[src/rtl/wm_drain_pkg.sv]
package wm_drain_pkg;

  typedef enum logic [1:0] {
    ST_IDLE = 2'd0,
    ST_XFER = 2'd1,
    ST_WAIT = 2'd2
  } drainState_e;

  // strobes from control to datapath
  typedef struct packed {
    logic issue;   // latch burst choice, load word counter
    logic accept;  // one word taken by memory
  } drainStrb_t;

endpackage

[src/rtl/wm_drain_dp.sv]
module wm_drain_dp
  import wm_drain_pkg::*;
#(
  parameter int AW         = 32,
  parameter int CW         = 8,
  parameter int WMW        = 5,
  parameter int WM_RESET   = 2,
  parameter int WM_STEP    = 8,
  parameter int SMALL_MAX  = 7,
  parameter int LARGE_MAX  = 23,
  parameter int BURST_LEN  = 4,
  parameter int WORD_BYTES = 8
) (
  input  logic          clk,
  input  logic          rstN,
  input  logic [CW-1:0] fillCount,
  input  logic          wmLoad,
  input  logic [WMW-1:0] wmIn,
  input  logic          linearMode,
  input  logic          addrLoad,
  input  logic [AW-1:0] addrIn,
  input  drainStrb_t    strb,
  output logic          thrHit,
  output logic          fifoEmpty,
  output logic          lastWord,
  output logic          burstReg,
  output logic [AW-1:0] wrAddr
);

  localparam int BLW     = $clog2(BURST_LEN);
  localparam int ALIGNLO = $clog2(WORD_BYTES);
  localparam int ALIGNHI = ALIGNLO + BLW - 1;

  logic [WMW-1:0] wmReg;
  logic [WMW-1:0] maxCode;
  logic [WMW-1:0] effCode;
  logic [CW:0]    threshold;
  logic           burstOk;
  logic [BLW-1:0] wordLeft;

  always_ff @(posedge clk) begin
    if (!rstN)       wmReg <= WMW'(WM_RESET);
    else if (wmLoad) wmReg <= wmIn;
  end

  always_comb begin
    maxCode   = linearMode ? WMW'(LARGE_MAX) : WMW'(SMALL_MAX);
    effCode   = (wmReg > maxCode) ? maxCode : wmReg;
    threshold = (CW + 1)'(effCode) * (CW + 1)'(WM_STEP) + (CW + 1)'(1);
    thrHit    = {1'b0, fillCount} >= threshold;
    fifoEmpty = fillCount == '0;
    burstOk   = (fillCount > CW'(BURST_LEN)) && (wrAddr[ALIGNHI:ALIGNLO] == '0);
    lastWord  = wordLeft == '0;
  end

  always_ff @(posedge clk) begin
    if (!rstN) begin
      burstReg <= 1'b0;
      wordLeft <= '0;
    end else if (strb.issue) begin
      burstReg <= burstOk;
      wordLeft <= burstOk ? BLW'(BURST_LEN - 1) : '0;
    end else if (strb.accept && !lastWord) begin
      wordLeft <= wordLeft - 1'b1;
    end
  end

  always_ff @(posedge clk) begin
    if (!rstN)            wrAddr <= '0;
    else if (addrLoad)    wrAddr <= addrIn;
    else if (strb.accept) wrAddr <= wrAddr + AW'(WORD_BYTES);
  end

endmodule

[src/rtl/wm_drain_ctl.sv]
module wm_drain_ctl
  import wm_drain_pkg::*;
(
  input  logic       clk,
  input  logic       rstN,
  input  logic       thrHit,
  input  logic       fifoEmpty,
  input  logic       lastWord,
  input  logic       memReady,
  input  logic       memDone,
  output drainStrb_t strb,
  output logic       wrReq,
  output logic       popWord
);

  drainState_e state, stateNxt;
  logic        drainOn;

  always_comb begin
    stateNxt = state;
    strb     = '0;
    case (state)
      ST_IDLE: if (!fifoEmpty && (thrHit || drainOn)) begin
        strb.issue = 1'b1;
        stateNxt   = ST_XFER;
      end
      ST_XFER: if (memReady) begin
        strb.accept = 1'b1;
        if (lastWord) stateNxt = ST_WAIT;
      end
      ST_WAIT: if (memDone) stateNxt = ST_IDLE;
      default: stateNxt = ST_IDLE;
    endcase
  end

  always_ff @(posedge clk) begin
    if (!rstN) begin
      state   <= ST_IDLE;
      drainOn <= 1'b0;
    end else begin
      state <= stateNxt;
      if (strb.issue)                         drainOn <= 1'b1;
      else if (state == ST_IDLE && fifoEmpty) drainOn <= 1'b0;
    end
  end

  assign wrReq   = state == ST_XFER;
  assign popWord = strb.accept;

endmodule

[src/rtl/wm_drain_ctrl.sv]
module wm_drain_ctrl
  import wm_drain_pkg::*;
#(
  parameter int AW  = 32,
  parameter int CW  = 8,
  parameter int WMW = 5
) (
  input  logic           clk,
  input  logic           rstN,
  input  logic [CW-1:0]  fillCount,
  input  logic           wmLoad,
  input  logic [WMW-1:0] wmIn,
  input  logic           linearMode,
  input  logic           addrLoad,
  input  logic [AW-1:0]  addrIn,
  input  logic           memReady,
  input  logic           memDone,
  output logic           wrReq,
  output logic           wrBurst,
  output logic [AW-1:0]  wrAddr,
  output logic           popWord
);

  drainStrb_t strb;
  logic thrHit, fifoEmpty, lastWord;

  wm_drain_dp #(.AW(AW), .CW(CW), .WMW(WMW)) u_dp (
    .clk(clk), .rstN(rstN), .fillCount(fillCount), .wmLoad(wmLoad),
    .wmIn(wmIn), .linearMode(linearMode), .addrLoad(addrLoad),
    .addrIn(addrIn), .strb(strb), .thrHit(thrHit), .fifoEmpty(fifoEmpty),
    .lastWord(lastWord), .burstReg(wrBurst), .wrAddr(wrAddr)
  );

  wm_drain_ctl u_ctl (
    .clk(clk), .rstN(rstN), .thrHit(thrHit), .fifoEmpty(fifoEmpty),
    .lastWord(lastWord), .memReady(memReady), .memDone(memDone),
    .strb(strb), .wrReq(wrReq), .popWord(popWord)
  );

endmodule

[config.mk]
export PLATFORM = sky130hd
export DESIGN_NAME = wm_drain_ctrl
export DESIGN_NICKNAME = d
export VERILOG_FILES = /design/src/rtl/wm_drain_pkg.sv /design/src/rtl/wm_drain_dp.sv /design/src/rtl/wm_drain_ctl.sv /design/src/rtl/wm_drain_ctrl.sv
export SDC_FILE = /design/constraint.sdc
export NUM_CORES = 1
export LEC_CHECK = 0
export BUFFER_PORTS_ARGS = -buffer_cell sky130_fd_sc_hd__clkbuf_2
export CAP_MARGIN = 5
export CORE_MARGIN = 2
export CORE_UTILIZATION = 50
export CTS_CLUSTER_SIZE = 24
export DETAILED_ROUTE_END_ITERATION = 16
export PLACE_DENSITY = 0.8
export SLEW_MARGIN = 10
export SYNTH_ARGS = -nofsm -noshare
export SYNTH_HDL_FRONTEND = slang
export SYNTH_SLANG_ARGS = --single-unit
export TNS_END_PERCENT = 30
[constraint.sdc]
create_clock -name clk -period 2.33 [get_ports clk]
set_input_delay 0.233 -clock clk [delete_from_list [all_inputs] [get_ports clk]]
set_output_delay 0.233 -clock clk [all_outputs]
set_load 0.02 [all_outputs]
==> results of run 1 <==
-- layer usage --
metal  GRT usage  vias up
met5           0        -
met4      0.0556        0
met3      0.0402        9
met2       0.386       85
met1       0.278     1106
li1            -     1199
-- cell type report --
| type | count | area (µm²) | area share |
|---|---|---|---|
| multi-input combinational | 219 | 1560 | 0.504 |
| inverter | 13 | 48.8 | 0.0158 |
| sequential | 43 | 862 | 0.278 |
| timing repair buffer | 90 | 460 | 0.149 |
| clock inverter | 1 | 5.00 | 0.00162 |
| clock buffer | 7 | 76.3 | 0.0247 |
| tap | 67 | 83.8 | 0.0271 |
-- per-stage QoR --
step                setup slack, ns  total power (µW)
finish                        0.171              1750
global route                -0.0195              1850
CTS                          0.0290              1750
detailed placement          0.00525              1300
global placement              0.137              1280
floorplan                     0.219              1140
-- final timing paths --
path | from | end | slack, ns | depth (start not counted)
worst min register to register | u_dp.burstReg | u_dp.burstReg | 0.46 | 2
worst max register to register | u_dp.wmReg[3] | u_dp.wordLeft[0] | 0.17 | 11
worst min-delay path | addrIn[10] | u_dp.wrAddr[10] | 0.17 | 2
worst max-delay path | u_dp.wmReg[3] | u_dp.wordLeft[0] | 0.17 | 11
-- report_power, final --
| part | internal [µW] | switching, µW | total (µW) |
|---|---|---|---|
| sequential | 800 | 68.5 | 869 |
| combinational | 189 | 234 | 423 |
| clock | 211 | 244 | 455 |
| total | 1200 | 546 | 1750 |
-- cells by family after synthesis --
family / synth area share
adder cells (fa/ha/maj): 0.0446
AND/OR/NAND/NOR: 0.278
XOR/XNOR: 0.0866
flip-flops: 0.341
buffers and inverters: 0.0510
AO/OA/AOI/OAI: 0.168
multiplexers: 0.0317
-- registers in the layout, indices dropped and copies added (netlist names) --
name,cells
u_ctl.drainOn,1
u_ctl.state,2
u_dp.wordLeft,2
u_dp.burstReg,1
u_dp.wmReg,5
u_dp.wrAddr,32
-- cell usage after synthesis (2+ instances only) --
cell / number / area share
dfxtp_1: 43 / 0.34
o21ai_0: 30 / 0.059
a21oi_1: 21 / 0.042
nand2_1: 21 / 0.031
xnor2_1: 19 / 0.066
nor2b_1: 13 / 0.032
inv_1: 12 / 0.018
nor3_1: 12 / 0.024
nor2_1: 11 / 0.016
clkbuf_1: 10 / 0.015
ha_1: 9 / 0.045
mux2i_1: 8 / 0.032
nand3_1: 8 / 0.016
and2_1: 6 / 0.015
nor4_2: 6 / 0.030
xor2_1: 6 / 0.021
nand4_1: 5 / 0.012
o211a_1: 5 / 0.020
a211oi_1: 4 / 0.012
nand2b_1: 4 / 0.0099
buf_6: 3 / 0.013
a21o_1: 2 / 0.0059
a311oi_1: 2 / 0.0069
and3_1: 2 / 0.0049
and4_1: 2 / 0.0069
nand4_4: 2 / 0.017
nor4_4: 2 / 0.017
-- repair_timing --
action / in CTS / in global routing
gates resized for setup: 0 / 6
setup endpoints to repair: 0 / 3
endpoints found under the hold margin: 0 / 0
hold buffers: 0 / 0
==> run summary, run 1 <==
status = finished, final reports clean
commonest cells after routing, fill and taps aside = 86 x clkbuf_2, 42 x dfxtp_1, 28 x o21ai_0, 21 x nand2_1, 20 x a21oi_1
DR pass1 iterations = 4
fin util = 0.647
IO Pins = 87
DR top layer = met4
Total GRT Usage = 0.220
Synth Warn # = 0
Ant. Diodes = 0
Pins Over Slew Limit = 0
Setup crit end kind = register
CP required = 2.54 ns
clk_lat worst skew = 0.29 ns
Slew headroom = 0.523
1st-iter DRT viols = 100
CP max stage delay = 0.35 ns
final std cells w/o fill = 440
endpoints failing hold = 0
largest net degree at the start of global routing = 43
num rows = 25
first-pass GRT wire length = 9720 µm
# setup viols final = 0
IO buf count = 86
met3 wire len = 339 µm
CP top delay family = compound AO/OA/AOI/OAI gates
total negative slack = 0 ns
clock skew = 0.00985 ns
Post-CTS Setup Repair Bufs = 0
wl on met1 = 2760 µm
Worst Hold Class = in2reg
Layout area overhead = 22.5%
CTS tree = yes
number of placed instances, taps included = 432
Die Wd = 75.1 µm
Vias = 2399
grt ovf = 0
metal2 WL = 2790 µm
fin crit share = 0.927
final worst path period need = 2.16 ns
Leakage Power = 0.00135 µW
per-cell routed wire length = 13.5 µm
Core Region = 4790 µm²
Yosys reg bits = 43
Power Density = 564 nW/µm²
CP cell instances = a31o_2 > a21oi_2 > nor2_1 > a21oi_1 > ha_1 > and3_1 > o211ai_1 > a311oi_1 > buf_4 > a21bo_1 > o21ai_1
Buf+Inv Stages, Crit Path = 1
placer congestion estimate = 0.895
Syn Nets = 351
vias in the first global route = 2263
Worst Max-Slew Pin Slew = 0.715 ns
Clock transition at path regs = 0.08 ns
top_reg_cell synth = dfxtp_1
Die H = 75.1 µm
CP arrival = 2.37 ns
HPWL Detailed = 4440 µm
Critical-path top delay cell = dfxtp_1
most common cell after layout, fill and taps aside = clkbuf_2
Via density = 5.45
# Max-Cap Violations = 0
Post-synth ARST share = 0
placed cell area = 2990 µm²
Final ANT Viol Nets = 0
filler cell count in the final layout = 423
Final Net Count = 433
die area = 5640 µm²
DRC Markers = 0
Startpoint Class = register
Peak VDD IR = 0.341 mV
register area share after synthesis = 0.341
Highest Clock Rate = 463 MHz
share of cells above drive strength 1 = 0.316
number of antenna violations at the first check in global routing = 0
Finished Cell Area = 3100 µm²
Mapped Area = 2530 µm²
clk sinks = 43
Worst Path Max Fanout = 4
Mapped Avg Cell Area = 8.72 µm²
CTS HTree Levels = 2
Hold Slack = 0.171 ns
Starting Density = 0.528
CTS max path bufs = 2
critical path class = reg2reg
Post-synth EDFFs = 0
Num CTS Buffers = 5
Root Buffer Master = clkbuf_8
cell count after synthesis = 290
final WL = 5950 µm
Yosys cell types = 49
Power figures use the tool's default switching activity.
==> inputs of run 2 (changes only) <==
- ABC_AREA: default -> 1
- CORE_UTILIZATION: 50 -> 53
- PLACE_DENSITY: 0.8 -> 0.81
==> run 2 against run 1 <==
Against the previous run:
- setup slack gained 0.047 ns
- total power grew 28%
- synthesized area grew 21%
- first-iteration DRC count grew 120%
- synthesized cell count grew 64%
- via count grew 39%
- sequential power grew 3.3%
- critical endpoint is now u_dp.wordLeft[1]
- largest cell class unchanged
- highest routed layer unchanged
==> run summary, run 2 <==
Yosys cell types = 39
Die H = 79.9 µm
Critical-path top delay cell = dfxtp_2
biggest regs = u_dp.wrAddr: 32 flops, u_dp.wmReg: 5 flops
R2R setup slack = 0.22 ns
CP max stage delay = 0.35 ns
num rows = 27
Yosys top cell area share = 0.282
Post-synth top cells = 125 x nand2_1, 80 x nor2_1, 43 x dfxtp_1
final WL = 8130 µm
Vias = 3342
Largest register FFs = 32
number of antenna violations at the first check in global routing = 0
IO buf count = 86
CP arrival = 2.31 ns
Mapped Area = 3060 µm²
Mapped Avg Cell Area = 6.42 µm²
Syn Nets = 537
critical path class = reg2reg
vias in the first global route = 3021
Root Buffer Master = clkbuf_8
register area share after synthesis = 0.282
largest net degree at the start of global routing = 48
Pins Over Slew Limit = 0
CP required = 2.53 ns
filler cell count in the final layout = 520
Clock transition at path regs = 0.08 ns
Setup crit end kind = register
Num CTS Buffers = 5
IO Pins = 87
top_reg_cell synth = dfxtp_1
final std cells w/o fill = 630
Starting Density = 0.551
Total GRT Usage = 0.260
DRC Markers = 0
Buf+Inv Stages, Crit Path = 2
most common cell after layout, fill and taps aside = nand2_1
endpoints failing hold = 0
Crit path top cell by count = nand2_1
clock skew = 0.00219 ns
cell count after synthesis = 476
grt ovf = 0
1st-iter DRT viols = 219
commonest cells after routing, fill and taps aside = 121 x nand2_1, 86 x clkbuf_2, 79 x nor2_1, 42 x dfxtp_1
Final Net Count = 618
ranking of synthesized cells by area = dfxtp_1 28%, nand2_1 15%, nor2_1 9.8%
Worst Max-Slew Pin Slew = 0.615 ns
area leader, netlist = dfxtp_1
CTS max path bufs = 2
DR pass1 iterations = 4
most frequent cell after synthesis = nand2_1
HPWL Detailed = 6160 µm
clk_lat worst skew = 0.30 ns
CP cell instances = ha_4 > nand4_1 > nand2_2 > nand2_2 > inv_2 > nor2_1 > ha_1 > nand2_1 > inv_1 > nand2_1 > nand2_1 > nand2_1 > nand2_2 > nand2_4 > nand2_1 > nand2_1 > nor2_2 > nor2_1
Post-synth ARST share = 0
final worst path period need = 2.11 ns
Core Region = 5540 µm²
Startpoint Class = register
placed cell area = 3520 µm²
Ant. Diodes = 0
# Max-Cap Violations = 0
Post-synth EDFFs = 0
CP top delay family = simple AND/OR/NAND/NOR gates
number of placed instances, taps included = 621
per-cell routed wire length = 12.9 µm
Via density = 5.30
first-pass GRT wire length = 13400 µm
Layout area overhead = 21.1%
Synth Warn # = 0
Leakage Power = 0.00168 µW
clk sinks = 43
share of cells above drive strength 1 = 0.292
Power Density = 604 nW/µm²
# setup viols final = 0
fin crit share = 0.906
Highest Clock Rate = 474 MHz
CTS tree = yes
Slew headroom = 0.587
placer congestion estimate = 0.941
Worst Hold Class = in2reg
Peak VDD IR = 0.316 mV
CTS HTree Levels = 2
Hold Slack = 0.158 ns
largest reg by FF count = u_dp.wrAddr
die area = 6390 µm²
Worst Path Max Fanout = 7
Finished Cell Area = 3700 µm²
Final ANT Viol Nets = 0
Die Wd = 79.9 µm
Yosys reg bits = 43
status = finished, final reports clean
## run 2: cell types whose count changed after synthesis, moves of 10 or more
cell,previous run,this run
nand3_1,8,32
xnor2_1,19,1
nand2_2,1,12
nor2b_1,13,0
inv_1,12,32
nor2_2,0,10
nor2_1,11,80
nand2_1,21,125
## run 2: layer usage
metal / share of wire / GRT usage
met1: 0.45 / 0.333
met4: 0.014 / 0.0898
met5: 0 / 0
met3: 0.057 / 0.0419
met2: 0.48 / 0.441
## run 2: path summary, 6_finish.rpt
path                  from                to  cells past startpoint
max          u_dp.wmReg[4]  u_dp.wordLeft[1]                     18
min reg2reg  u_dp.burstReg     u_dp.burstReg                      2
min              addrIn[1]    u_dp.wrAddr[1]                      3
max reg2reg  u_dp.wmReg[4]  u_dp.wordLeft[1]                     18
## run 2: layout make-up
class                      instances  area (µm²)  area share
multi-input combinational        378        2010       0.543
sequential                        43         862       0.233
timing repair buffer              90         460       0.124
inverter                          39         146      0.0396
tap                               72        90.1      0.0243
clock buffer                       6        72.6      0.0196
clock inverter                     2        60.1      0.0162
## run 2: logic make-up after synthesis
logic type               count (synthesis)  share of synthesized area
buffers and inverters                   55                     0.0745
adder cells (fa/ha/maj)                  9                     0.0369
flip-flops                              43                      0.282
AND/OR/NAND/NOR                        286                      0.439
XOR/XNOR                                 3                    0.00860
AO/OA/AOI/OAI                           80                      0.159
## run 2: metrics by stage
step                      utilization  setup WS [ns]  power (µW)  setup TNS [ns]
final                           0.668          0.219        2240               0
after global routing            0.668        -0.0158        2380         -0.0158
after CTS                       0.659          0.131        2200               0
after detailed placement        0.635         0.0922        1520               0
after global placement          0.635          0.182        1490               0
after floorplan                     -          0.350        1330               0
## run 2: repair_timing
| action | in CTS | in global routing |
|---|---|---|
| buffers inserted | 0 | 1 |
| setup endpoints to repair | 0 | 5 |
| hold buffers | 0 | 0 |
| gates resized for setup | 0 | 12 |
## run 2: where the power goes
| part | switching (µW) | internal (µW) |
|---|---|---|
| clock network | 257 | 428 |
| registers | 85.2 | 813 |
| logic | 412 | 241 |
## run 2: worst min-delay path, cell delays in order
cell	delay [ns]
clkbuf_2	0.08
nor2_1	0.03
nor2_1	0.08
==> inputs of run 3 (changes only) <==
- RECOVER_POWER: default -> 100
==> run 3 against run 2 <==
Against the previous run:
- combinational power shrank 3%
- die area is the same
- sequential share of layout area grew 0.54 points
- critical path depth is the same
==> run summary, run 3 (synthesized netlist as in run 2, its figures left out) <==
CTS HTree Levels = 2
Die H = 79.9 µm
status = finished, final reports clean
share of cells above drive strength 1 = 0.213
# setup viols final = 0
Clock transition at path regs = 0.08 ns
Setup crit end kind = register
IO Pins = 87
fin crit share = 0.908
Largest register FFs = 32
Crit path top cell by count = nand2_1
Power Density = 612 nW/µm²
largest reg by FF count = u_dp.wrAddr
Pint = 1470 µW
biggest regs = u_dp.wrAddr: 32 flops, u_dp.wmReg: 5 flops
CP arrival = 2.31 ns
Net Sw Power = 748 µW
Peak VDD IR = 0.314 mV
Final Net Count = 618
area of the multi-input gates = 1970 µm²
fin util = 0.653
HPWL Detailed = 6160 µm
share of total power in sequential cells = 0.405
met2 Track Usage GR = 0.441
grt ovf = 0
placer congestion estimate = 0.941
total negative slack = 0 ns
die area = 6390 µm²
vias in the first global route = 3021
commonest cells after routing, fill and taps aside = 123 x nand2_1, 81 x nor2_1, 51 x clkbuf_2, 42 x dfxtp_1, 37 x clkbuf_1
Via density = 5.33
met3 global-route usage = 0.0419
Pins Over Slew Limit = 0
CTS max path bufs = 2
register area = 862 µm²
Final ANT Viol Nets = 0
number of placed instances, taps included = 621
Ant. Diodes = 0
per-cell routed wire length = 13.0 µm
Startpoint Class = register
first-pass GRT wire length = 13400 µm
IO buf count = 86
hold buffer count at CTS = 0
DR pass1 iterations = 5
Leakage Power = 0.00152 µW
Critical-path top delay cell = dfxtp_2
1st-iter DRT viols = 229
critical path class = reg2reg
Top Usage Layer GRT = met2
final std cells w/o fill = 630
Slew headroom = 0.283
# Max-Cap Violations = 0
Net Sw Frac = 0.338
Clk pwr share = 0.308
filler cell count in the final layout = 552
CP required = 2.52 ns
Layout area overhead = 18.4%
Worst Path Max Fanout = 7
final WL = 8200 µm
DRC Markers = 0
CP max stage delay = 0.35 ns
endpoints failing hold = 0
Die Wd = 79.9 µm
CTS tree = yes
number of antenna violations at the first check in global routing = 0
clock skew = 0.00250 ns
Total GRT Usage = 0.260
Starting Density = 0.551
Buf+Inv Stages, Crit Path = 2
Worst Max-Slew Pin Slew = 1.08 ns
clk sinks = 43
Root Buffer Master = clkbuf_8
Combinational Power Share = 0.287
most common cell after layout, fill and taps aside = nand2_1
M1 GR Usage = 0.333
largest net degree at the start of global routing = 48
num rows = 27
Num CTS Buffers = 5
final worst path period need = 2.11 ns
Core Region = 5540 µm²
CP top delay family = simple AND/OR/NAND/NOR gates
CP cell instances = ha_4 > nand4_1 > nand2_2 > nand2_2 > inv_2 > nor2_1 > ha_1 > nand2_1 > inv_1 > nand2_1 > nand2_1 > nand2_1 > nand2_2 > nand2_4 > nand2_1 > nand2_1 > nor2_2 > nor2_1
Worst Hold Class = in2reg
Vias = 3355
Highest Clock Rate = 473 MHz
clk_lat worst skew = 0.29 ns
run 3: cell count changes in the layout (fill, tap and decap cells not counted), moves of 2 or more:
cell,delta
clkbuf_1,+36
clkbuf_2,-35
a21oi_1,+2
a21oi_2,-2
inv_1,+2
inv_2,-2
nand2_1,+2
nor2_1,+2
run 3: path summary, 6_finish.rpt:
path | startpoint | to | slack [ns] | cells past startpoint
max | u_dp.wmReg[4] | u_dp.wordLeft[1] | 0.22 | 18
min | addrIn[1] | u_dp.wrAddr[1] | 0.16 | 3
max reg2reg | u_dp.wmReg[4] | u_dp.wordLeft[1] | 0.22 | 18
min reg2reg | u_dp.burstReg | u_dp.burstReg | 0.48 | 2
run 3: layout make-up:
| cell class | instances | area share |
|---|---|---|
| multi-input cells | 378 | 0.545 |
| flip-flops and latches | 43 | 0.238 |
| repair buffers | 90 | 0.114 |
| inverters | 39 | 0.0405 |
| well taps | 72 | 0.0249 |
| clock buffers | 6 | 0.0201 |
| clock inverters | 2 | 0.0166 |
run 3: timing repair:
action | in CTS | in global routing
setup endpoints to repair | 0 | 5
gates resized for setup | 0 | 12
setup buffers | 0 | 1
run 3: worst min-delay path, cell delays in order:
cell      delay [ns]
clkbuf_2        0.08
nor2_1          0.03
nor2_1          0.08
run 3: metrics by stage:
step	hold WS [ns]	power (µW)	worst slack, ns	cell area (µm²)
2_1_floorplan	0.355	1330	0.350	3060
3_5_place_dp	0.465	1520	0.0922	3520
6_report	0.162	2210	0.215	3620
4_1_cts	0.157	2200	0.131	3650
5_1_grt	0.156	2360	-0.0222	3620
3_3_place_gp	0.451	1490	0.182	3520
run 3: power by group through the flow:
stage	clock network (µW)	registers (µW)	logic [µW]
2_1_floorplan	0	951	379
3_3_place_gp	0	909	584
5_1_grt	732	908	719
6_report	682	898	635
3_5_place_dp	0	913	608
4_1_cts	695	896	610
run 3: per-layer routing:
metal	vias up	share of wire
met5	-	0
met4	0	0.018
met3	13	0.055
met2	98	0.47
met1	1548	0.45
li1	1696	-
